==> config.mk <==
export PLATFORM = sky130hd
export DESIGN_NAME = lcd_boot_seq
export DESIGN_NICKNAME = d
export VERILOG_FILES = /design/src/rtl/lcd_boot_seq.sv
export SDC_FILE = /design/constraint.sdc
export NUM_CORES = 1
export LEC_CHECK = 0
export BUFFER_PORTS_ARGS = -buffer_cell sky130_fd_sc_hd__buf_2
export CORE_ASPECT_RATIO = 0.9
export CORE_MARGIN = 2
export CORE_UTILIZATION = 55
export DETAILED_ROUTE_END_ITERATION = 12
export HOLD_SLACK_MARGIN = 0.12
export PLACE_DENSITY = 0.73
export SYNTH_ARGS = -nofsm -noshare
export SYNTH_HDL_FRONTEND = slang
export SYNTH_SLANG_ARGS = --single-unit
==> constraint.sdc <==
create_clock -name clk -period 3.6 [get_ports clk]
set_input_delay 0.54 -clock clk [delete_from_list [all_inputs] [get_ports clk]]
set_output_delay 0.54 -clock clk [all_outputs]
set_load 0.02 [all_outputs]
==> src/rtl/lcd_boot_seq.sv <==
module lcd_boot_seq #(
  parameter int CLK_HZ   = 50_000_000,
  parameter int RST_MS   = 10,
  parameter int LONG_MS  = 500,
  parameter int SHORT_MS = 5
) (
  input  logic       clk,
  input  logic       rst_n,
  input  logic       start,
  input  logic       tx_ready,
  output logic       tx_valid,
  output logic [7:0] tx_data,
  output logic       tx_dc,
  output logic       cs_n,
  output logic       panel_rst_n,
  output logic       done
);
  localparam int CPMS      = CLK_HZ / 1000;
  localparam int RST_CYC   = RST_MS * CPMS;
  localparam int LONG_CYC  = LONG_MS * CPMS;
  localparam int SHORT_CYC = SHORT_MS * CPMS;
  localparam int MAXC      = (RST_CYC > LONG_CYC) ? RST_CYC : LONG_CYC;
  localparam int CW        = $clog2(MAXC + 1);
  localparam int LAST      = 38;
  localparam int IW        = 6;
  localparam logic [CW-1:0] RST_T   = CW'(RST_CYC - 1);
  localparam logic [CW-1:0] LONG_T  = CW'(LONG_CYC - 1);
  localparam logic [CW-1:0] SHORT_T = CW'(SHORT_CYC - 1);

  localparam logic [1:0] K_CMD = 2'b00, K_PAR = 2'b01, K_DLY = 2'b10;

  typedef enum logic [1:0] {S_IDLE, S_HWRST, S_RUN, S_FIN} st_t;
  st_t st;
  logic [IW-1:0] idx;
  logic [CW-1:0] cnt;

  function automatic logic [9:0] step(input logic [IW-1:0] i);
    case (i)
      6'd0:  step = {K_CMD, 8'h01};
      6'd1:  step = {K_DLY, 8'h00};
      6'd2:  step = {K_CMD, 8'h11};
      6'd3:  step = {K_DLY, 8'h01};
      6'd4:  step = {K_CMD, 8'h3A};
      6'd5:  step = {K_PAR, 8'h05};
      6'd6:  step = {K_CMD, 8'h26};
      6'd7:  step = {K_PAR, 8'h02};
      6'd8:  step = {K_CMD, 8'h13};
      6'd9:  step = {K_CMD, 8'hB6};
      6'd10: step = {K_PAR, 8'hFF};
      6'd11: step = {K_PAR, 8'h06};
      6'd12: step = {K_CMD, 8'hB1};
      6'd13: step = {K_PAR, 8'h08};
      6'd14: step = {K_PAR, 8'h02};
      6'd15: step = {K_CMD, 8'hB4};
      6'd16: step = {K_PAR, 8'h07};
      6'd17: step = {K_CMD, 8'hC0};
      6'd18: step = {K_PAR, 8'h0A};
      6'd19: step = {K_PAR, 8'h02};
      6'd20: step = {K_CMD, 8'hC1};
      6'd21: step = {K_PAR, 8'h02};
      6'd22: step = {K_CMD, 8'hC5};
      6'd23: step = {K_PAR, 8'h50};
      6'd24: step = {K_PAR, 8'h63};
      6'd25: step = {K_CMD, 8'hC7};
      6'd26: step = {K_PAR, 8'h00};
      6'd27: step = {K_CMD, 8'h2A};
      6'd28: step = {K_PAR, 8'h00};
      6'd29: step = {K_PAR, 8'h00};
      6'd30: step = {K_PAR, 8'h00};
      6'd31: step = {K_PAR, 8'h80};
      6'd32: step = {K_CMD, 8'h2B};
      6'd33: step = {K_PAR, 8'h00};
      6'd34: step = {K_PAR, 8'h00};
      6'd35: step = {K_PAR, 8'h00};
      6'd36: step = {K_PAR, 8'h80};
      6'd37: step = {K_CMD, 8'h29};
      default: step = {K_CMD, 8'h2C};
    endcase
  endfunction

  logic [9:0]    ent;
  logic          is_dly;
  logic [CW-1:0] dly_t;

  assign ent    = step(idx);
  assign is_dly = ent[9:8] == K_DLY;
  assign dly_t  = ent[0] ? SHORT_T : LONG_T;

  assign tx_valid    = (st == S_RUN) && !is_dly;
  assign tx_data     = ent[7:0];
  assign tx_dc       = ent[9:8] == K_PAR;
  assign cs_n        = st != S_RUN;
  assign panel_rst_n = st != S_HWRST;
  assign done        = st == S_FIN;

  always_ff @(posedge clk or negedge rst_n) begin
    if (!rst_n) begin
      st  <= S_IDLE;
      idx <= '0;
      cnt <= '0;
    end else begin
      case (st)
        S_IDLE: if (start) begin
          st  <= S_HWRST;
          idx <= '0;
          cnt <= '0;
        end
        S_HWRST: if (cnt == RST_T) begin
          cnt <= '0;
          st  <= S_RUN;
        end else cnt <= cnt + 1'b1;
        S_RUN: if (is_dly) begin
          if (cnt == dly_t) begin
            cnt <= '0;
            idx <= idx + 1'b1;
          end else cnt <= cnt + 1'b1;
        end else if (tx_ready) begin
          if (idx == IW'(LAST)) st <= S_FIN;
          else idx <= idx + 1'b1;
        end
        default: st <= S_IDLE;
      endcase
    end
  end
endmodule


# ---- Word-level counts from Yosys, hierarchy flattened
# Memory sizes are Yosys's and may differ from the RTL's.
# Index checks and enable logic that the tools add are counted.
dict set report totals {
  ff_bits 33
  latch_bits 0
  ramBits 0
  romBits 640
  inputBits 4
  mem_count 1
}
dict set report classes {
  n_addsub 2
  mul 0
  div_mod_pow 0
  order_cmp 0
  n_eq_ne 19
  shifts 0
  n_mux 18
  bitwise 0
  n_reduce_logical 8
}
# name words width rd rd_ports_with_merged_regs wr line
set memory_table {}
lappend memory_table {{(name not given)} 64 10 1 0 0 38} ;# case (i)
# operator n
set op_table {}
lappend op_table {{25-bit 2-to-1 mux} 5}
lappend op_table {{25-bit case mux with 3 select lines} 1}
lappend op_table {{6-bit 2-to-1 mux} 5}
lappend op_table {{25-bit by 1-bit adder with 25-bit output, second input constant} 1}
lappend op_table {{25-bit by 19-bit equality test with 1-bit output, second input constant} 1}
lappend op_table {{25-bit equality test} 1}
lappend op_table {{2-bit inequality test, second input constant} 6}
lappend op_table {{6-bit case mux with 2 select lines} 1}
lappend op_table {{2-bit 2-to-1 mux} 5}
lappend op_table {{5-bit AND reduction} 2}
lappend op_table {{6-bit by 1-bit adder with 6-bit output, second input constant} 1}
lappend op_table {{2-bit equality test, second input constant} 3}
lappend op_table {{6-bit equality test, second input constant} 1}
lappend op_table {{3-bit inequality test, second input constant} 2}
lappend op_table {{2-bit case mux with 3 select lines} 1}
lappend op_table {{2-bit by 1-bit equality test with 1-bit output, second input constant} 2}
lappend op_table {{2-bit by 1-bit inequality test with 1-bit output, second input constant} 2}
lappend op_table {{3-bit by 2-bit inequality test with 1-bit output, second input constant} 1}
lappend op_table {{3-bit AND reduction} 1}
lappend op_table {{3-bit nonzero test} 1}
lappend op_table {{2-bit logical NOT} 1}
lappend op_table {{2-bit nonzero test} 1}
lappend op_table {{1-bit logical AND} 1}
lappend op_table {{1-bit logical NOT} 1}

# ---- Longest topological paths before layout
# Gate-level depths: netlist of the first run.
# An unclocked memory read counts as a cell.
dict set report logic_depth {
  word_depth 6
  depth_mapped 10
  ltp_nobuf 8
}

# ---- Worst setup path after synthesis of the first run
# Ideal clock, no wire load.
dict set report synth_path {
  kind {register to register}
  startpoint {register idx[0]}
  endpoint {register cnt[12]}
  setup_ns 0.104
  arrival_time_ns 2.647
  required_time_ns 3.496
  path_slack_ns 0.849
  path_stages_with_launch 10
  n_path_buf 1
  period_less_slack_ns 2.751
  cell_sequence {dfrtp_1 > buf_2 > inv_1 > ha_1 > nor2b_1 > nor4_1 > o41ai_4 > mux2i_4 > o211ai_2 > o311ai_1}
}
dict set report synth_via {
  elab_chain_len 6
}
# element line
set synth_rtl {}
lappend synth_rtl {{from (decl)} 34} ;# logic [IW-1:0] idx;
lappend synth_rtl {{from (signal assigned)} 115} ;# idx <= idx + 1'b1;
lappend synth_rtl {{from (signal assigned)} 119} ;# else idx <= idx + 1'b1;
lappend synth_rtl {{memory read 64 x 10 bit} --}
lappend synth_rtl {{net tx_data[0]} 12} ;# output logic [7:0] tx_data,
lappend synth_rtl {{25-bit 2-to-1 mux} 87} ;# assign dly_t = ent[0] ? SHORT_T : LONG_T;
lappend synth_rtl {{25-bit equality test} 113} ;# if (cnt == dly_t) begin
lappend synth_rtl {{25-bit 2-to-1 mux} 113}
lappend synth_rtl {{25-bit 2-to-1 mux} 112} ;# S_RUN: if (is_dly) begin
lappend synth_rtl {{25-bit case mux with 3 select lines} 102} ;# case (st)
lappend synth_rtl {{to (signal assigned)} 111} ;# end else cnt <= cnt + 1'b1;
lappend synth_rtl {{to (signal assigned)} 116} ;# end else cnt <= cnt + 1'b1;
lappend synth_rtl {{to (decl)} 35} ;# logic [CW-1:0] cnt;
# The timed path passes the listed nets, and every way through them passes these cells. The select of a mux whose other input is x is not followed.
# A chain may end at the register's enable or synchronous reset.

# ---- Worst setup path in the final report of the first run
dict set report layout_path {
  startpoint {register idx[0]}
  endpoint {register cnt[10]}
}
dict set report layout_via {
  elab_chain_len 6
}
# element line
set layout_rtl {}
lappend layout_rtl {{memory read 64 x 10 bit *} --}
lappend layout_rtl {{25-bit 2-to-1 mux} 87}
lappend layout_rtl {{25-bit equality test} 113}
lappend layout_rtl {{25-bit 2-to-1 mux} 113}
lappend layout_rtl {{25-bit 2-to-1 mux} 112}
lappend layout_rtl {{25-bit case mux with 3 select lines} 102}
# Mark *: on every way between the ends. The rest lies on a longest branch, timed or not. The select of a mux whose other input is x is not followed.

==> reports/results.ini, run 1 <==
[outcome]
status=complete, no violations

[timing]
finalSetupViolCount=0
slew_viol_final=0
min_period_over_period=0.876
worst_slew_pin_slew_ps=925
min_period_ps=3150
whs_ps=314
final.setup.tns_ps=0
maxSlewHeadroom=0.384
hold_viol=0
max_freq_ghz=0.317
finClkSkew_ps=5.23
rsz0062_at_grt=false

[power]
p_comb_frac=0.547
power_frac_seq=0.273
p_leak_uw=0.00112
p_int_uw=822
switching_share=0.502
ir_worst_vdd_uv=342
finalPower_uw=1650
p_clk_frac=0.180
p_sw_uw=827
power_density_nw_per_um2=559

[clock_tree]
cts_root_buf=clkbuf_8
cts.sinks=33
cts_setup_buffers=0
post_cts_resized=0
cts_hold_buf=0
clock_latency_ps=290
clk_pin_slew_ps=70
cts_tree=done
clk_path_buf_depth=2
numCtsBuffers=5
htreeDepth=2

[logic_synthesis]
yosysMostFrequentCell=nand2_1
synth_top_area_frac=0.299
ys_warn_count=0
synth_area_leaders=dfrtp_1 (30%), ha_1 (6.3%), nand2_1 (6.0%), a21oi_1 (3.6%), nand3_1 (2.9%)
yosys.area.top_type=dfrtp_1
syn_area_um2=2760
postSynth.asyncResetShare=1.00
netlist_instances=338
ys_seq_elements=33
syn_avg_cell_area_um2=8.17
synthesis.nets=356
ys_top_cells_by_count=nand2_1 (44), dfrtp_1 (33), a21oi_1 (20), nor2_1 (20), nand3_1 (16)
ys_types=69
synth_edf_count=0
synthFlopType=dfrtp_1
ys_seq_area_frac=0.299

[cells_and_area]
final_util=0.611
drive_gt1_frac=0.119
final_area_um2=2950
nets=362
syn_to_final_growth_pct=6.98
diodes=0

[floorplan]
ios=17
die_w_um=78.7
die_h_um=71.2
initial_core_util=0.571
die_area_um2=5600
core_area_um2=4830
row_count=24

[run]
maxCapViolations=0

[route]
firstDrtPassIters=5
via_per_inst=6.54
wl_per_cell_um=17.0
drcViolationCount=0
drt_iter0_markers=273
postRouteAntennaNets=0
vias=2681
routed_wl_um=6970

[setup_path]
reg2reg_to=cnt[10]
cp_slowest_cell=mux2i_4
r2r_start=idx[0]
critPathLaunchType=flip-flop
cp_data_arrival_time_ps=3350
path_buf_inv=1
critical_path.top_delay_family=compound AO/OA/AOI/OAI gates
cp_slowest_stage_delay_ps=600
cp_max_fo=15
timing.reg2reg.setup_slack_ps=450
critical_path_class=flip-flop to flip-flop
crit_path_end_kind=flip-flop
crit_chain=inv_1 > ha_1 > nor2b_1 > nor4_1 > o41ai_4 > mux2i_4 > o21ai_2 > o211ai_1
critPathRequiredTime_ps=3790
reg2reg_depth=8

[global_routing]
grt_usage=0.263
grt_max_degree=34
grt_pass1_vias=2376
overflow=0
grt_pass1_wl_um=11700
grt_antenna_before_repair=0

[placed_design]
dpl.hpwl_um=5020
port_buffers=16
place_area_um2=2860
place.gp.congestion=0.973

[hold_path]
hold_path.class=input pin to async pin

==> worst max-delay path by stage <==
stage                       from       to  slack, ps  depth (start not counted)
after floorplan           idx[0]  cnt[12]        850                          9
after global placement    idx[0]  cnt[12]        640                          8
after detailed placement  idx[0]  cnt[16]        490                          8
after CTS                 idx[0]  cnt[10]        480                          8
after global routing      idx[0]  cnt[16]        260                          8
final                     idx[0]  cnt[10]        450                          8
==> per-layer routing <==
layer	global-route usage	routed length (µm)
met3	0.0676	536
met2	0.358	2790
met4	0.0682	88
met1	0.409	3560
met5	0	0
==> power groups by stage <==
stage | Clock [µW] | Sequential [µW] | Combinational, µW
2_1_floorplan | 0 | 434 | 698
3_3_place_gp | 0 | 453 | 874
3_5_place_dp | 0 | 454 | 887
4_1_cts | 304 | 447 | 891
5_1_grt | 320 | 454 | 988
6_report | 297 | 450 | 902
==> registers in the layout, indices dropped and copies added, names as in the netlist <==
name,count
cnt,25
idx,6
st,2
==> logic make-up (layout without fill, tap and decap cells) <==
kind of cell	after synthesis	count (layout)	share of synthesized area
simple gates	154	154	0.294
compound gates	90	90	0.239
flops	33	33	0.299
buf+inv	33	40	0.0521
fa+ha+maj	14	14	0.0635
xor+xnor	9	9	0.0286
mux	5	5	0.0231
==> layout make-up <==
class | count | area, µm²
fillers | 439 | 1880
flip-flops and latches | 33 | 826
repair buffers | 21 | 118
clock buffers | 6 | 82.6
clock inverters | 2 | 13.8
multi-input cells | 272 | 1790
inverters | 11 | 41.3
well taps | 65 | 81.3
==> through the flow <==
| step | setup WS [ps] | std cells |
|---|---|---|
| floorplan | 849 | 338 |
| CTS | 483 | 410 |
| detailed placement | 495 | 402 |
| finish | 447 | 410 |
| global route | 256 | 410 |
| global placement | 637 | 402 |
==> cells in the final DEF (no fill, tap or decap), drive strengths merged, types with 2 or more instances in the layout <==
cell	count
dfrtp	33
nand4	6
o21ai	17
and3	2
nand3b	2
nor2	21
mux2i	4
inv	11
a211o	3
or3	6
nand3	16
a211oi	3
o41ai	3
nor3b	2
nor2b	7
xnor2	8
o311ai	6
or2	4
o31ai	3
clkbuf	6
nor4	12
a31oi	3
nor3	14
a21oi	20
o2111ai	7
o211ai	7
clkinv	2
buf	21
and2	6
o221ai	4
nand2	44
ha	14
nand2b	3
or4	3
(Power assumes the default switching activity.)
==> run 2: changes to the inputs <==
clock period = 2.99 ns   (was 3.6 ns; I/O delays follow)
==> run 2 against run 1 <==
Non-clock buffer count up 15. Cell area up 5.0%. Core utilization up 3.1 points. Sequential share of layout area down 1.3 points. Cell count up 3.7%. Sequential power up 16%. Flip-flop and latch count unchanged. Global-route usage up 1.3 points. Critical path type is now flip-flop to output pin. Critical endpoint is now tx_data[7].
==> reports/results.ini, run 2 (synthesized netlist as in run 1, its figures left out) <==
[outcome]
status=complete, no violations

[cells_and_area]
largest-register=cnt
syn_to_final_growth_pct=12.4
layout_commonest_cell=nand2_1
final_util=0.642  ; +0.0308
final_area_um2=3100  ; +5.0%
diodes=0  ; unchanged
top_regs=cnt: 25 flops, idx: 6 flops, st: 2 flops
drive_gt1_frac=0.156  ; +0.0367
largest_reg_flops=25  ; unchanged
filler_cell_count=415  ; -5.5%
nets=377  ; +4.1%
mostFrequentLayoutCells=nand2_1 (44), dfrtp_1 (33), nor2_1 (20), a21oi_1 (20), buf_4 (19)

[floorplan]
ios=17  ; unchanged
die_w_um=78.7  ; unchanged
die_area_um2=5600  ; unchanged
initial_core_util=0.571  ; unchanged
row_count=24  ; unchanged
die_h_um=71.2  ; unchanged
core_area_um2=4830  ; unchanged

[global_routing]
grt_max_degree=34  ; unchanged
grt_pass1_vias=2501  ; +5.3%
grt_usage=0.275  ; +0.0127
grt_antenna_before_repair=0  ; unchanged
grt_busiest_layer=met1
use_met2=0.375  ; +0.0171
overflow=0  ; unchanged
grt_pass1_wl_um=12200  ; +5.1%
grt_util_met3=0.0561  ; -0.0115
grt.met1_usage=0.436  ; +0.0276

[route]
drt_iter0_markers=306  ; +12%
firstDrtPassIters=5  ; unchanged
wl_per_cell_um=17.2  ; +0.99%
postRouteAntennaNets=0  ; unchanged
vias=2834  ; +5.7%
via_per_inst=6.67  ; +2.0%
drcViolationCount=0  ; unchanged
routed_wl_um=7300  ; +4.7%

[setup_path]
critPathLaunchType=flip-flop
cp_max_fo=16  ; +1
critPathRequiredTime_ps=2540  ; -1250 ps
critical_path_class=flip-flop to output pin
crit_path_end_kind=output pin
timing.reg2reg.setup_slack_ps=250  ; -200 ps
cp_data_arrival_time_ps=2330  ; -1020 ps

[power]
ir_worst_vdd_uv=549  ; +60%
power_density_nw_per_um2=717  ; +28%
p_leak_uw=0.00121  ; +7.7%

[clock_tree]
cts_tree=done
post_cts_resized=0  ; unchanged
clk_path_buf_depth=2  ; unchanged
cts_setup_buffers=0  ; unchanged
numCtsBuffers=5  ; unchanged
cts_hold_buf=0  ; unchanged
clk_pin_slew_ps=70  ; about the same
clock_latency_ps=290  ; about the same
htreeDepth=2  ; unchanged
cts.sinks=33  ; unchanged
cts_root_buf=clkbuf_8

[run]
maxCapViolations=0  ; unchanged

[timing]
final.setup.tns_ps=0  ; unchanged
min_period_ps=2770
setup_ws_ps=215  ; -232 ps
slew_viol_final=0  ; unchanged
whs_ps=200  ; -114 ps
hold_viol=0  ; unchanged
rsz0062_at_grt=false
finalSetupViolCount=0  ; unchanged
finClkSkew_ps=4.34  ; -0.884 ps
worst_slew_pin_slew_ps=720  ; -205 ps
min_period_over_period=0.928
maxSlewHeadroom=0.520  ; +0.137
max_freq_ghz=0.360

[placed_design]
port_buffers=16  ; unchanged
place.gp.congestion=0.965  ; -0.76%
place_area_um2=2960  ; +3.7%
dp_slack_ps=175  ; -319 ps
dpl.hpwl_um=5270  ; +5.0%

[hold_path]
hold_path.class=input pin to async pin

run 2: area by class of cell:
cell class	count	area, µm²	area share
sequential	33	826	0.266
clock buffer	6	82.6	0.0266
timing repair buffer	36	243	0.0783
multi-input combinational	272	1790	0.577
tap	65	81.3	0.0262
inverter	11	41.3	0.0133
clock inverter	2	37.5	0.0121
run 2: path summary, 6_finish.rpt:
| path | depth (start not counted) | endpoint | start |
|---|---|---|---|
| max | 8 | tx_data[7] | idx[2] |
| min | 1 | cnt[5] | rst_n |
| max reg2reg | 10 | cnt[10] | idx[1] |
| min reg2reg | 2 | cnt[1] | cnt[1] |
| max in group asynchronous | 1 | idx[1] | rst_n |
| min in group clk | 2 | cnt[1] | cnt[1] |
run 2: power breakdown:
part | switching, µW | internal, µW | total (µW)
Sequential | 40.1 | 482 | 522
Clock | 175 | 271 | 446
Combinational | 813 | 443 | 1260
Total | 1030 | 1200 | 2220
run 2: stage by stage:
step                      power, µW  std cells
after floorplan                1360        338
after global placement         1710        416
after detailed placement       1720        416
after CTS                      2170        424
after global routing           2380        425
final                          2220        425
run 2: layer usage:
metal	vias to the layer above	routed length [µm]
met5	-	0
met4	0	98
met3	16	720
met2	166	3020
met1	1337	3470
li1	1315	-
run 2: critical path, stage by stage, from the launching register on:
cell      delay [ps]
dfrtp_1          730
buf_4            300
ha_1             210
nand2_1           70
nand2_1           70
a21oi_1           40
or3_1            300
o311ai_0          90
buf_2            230
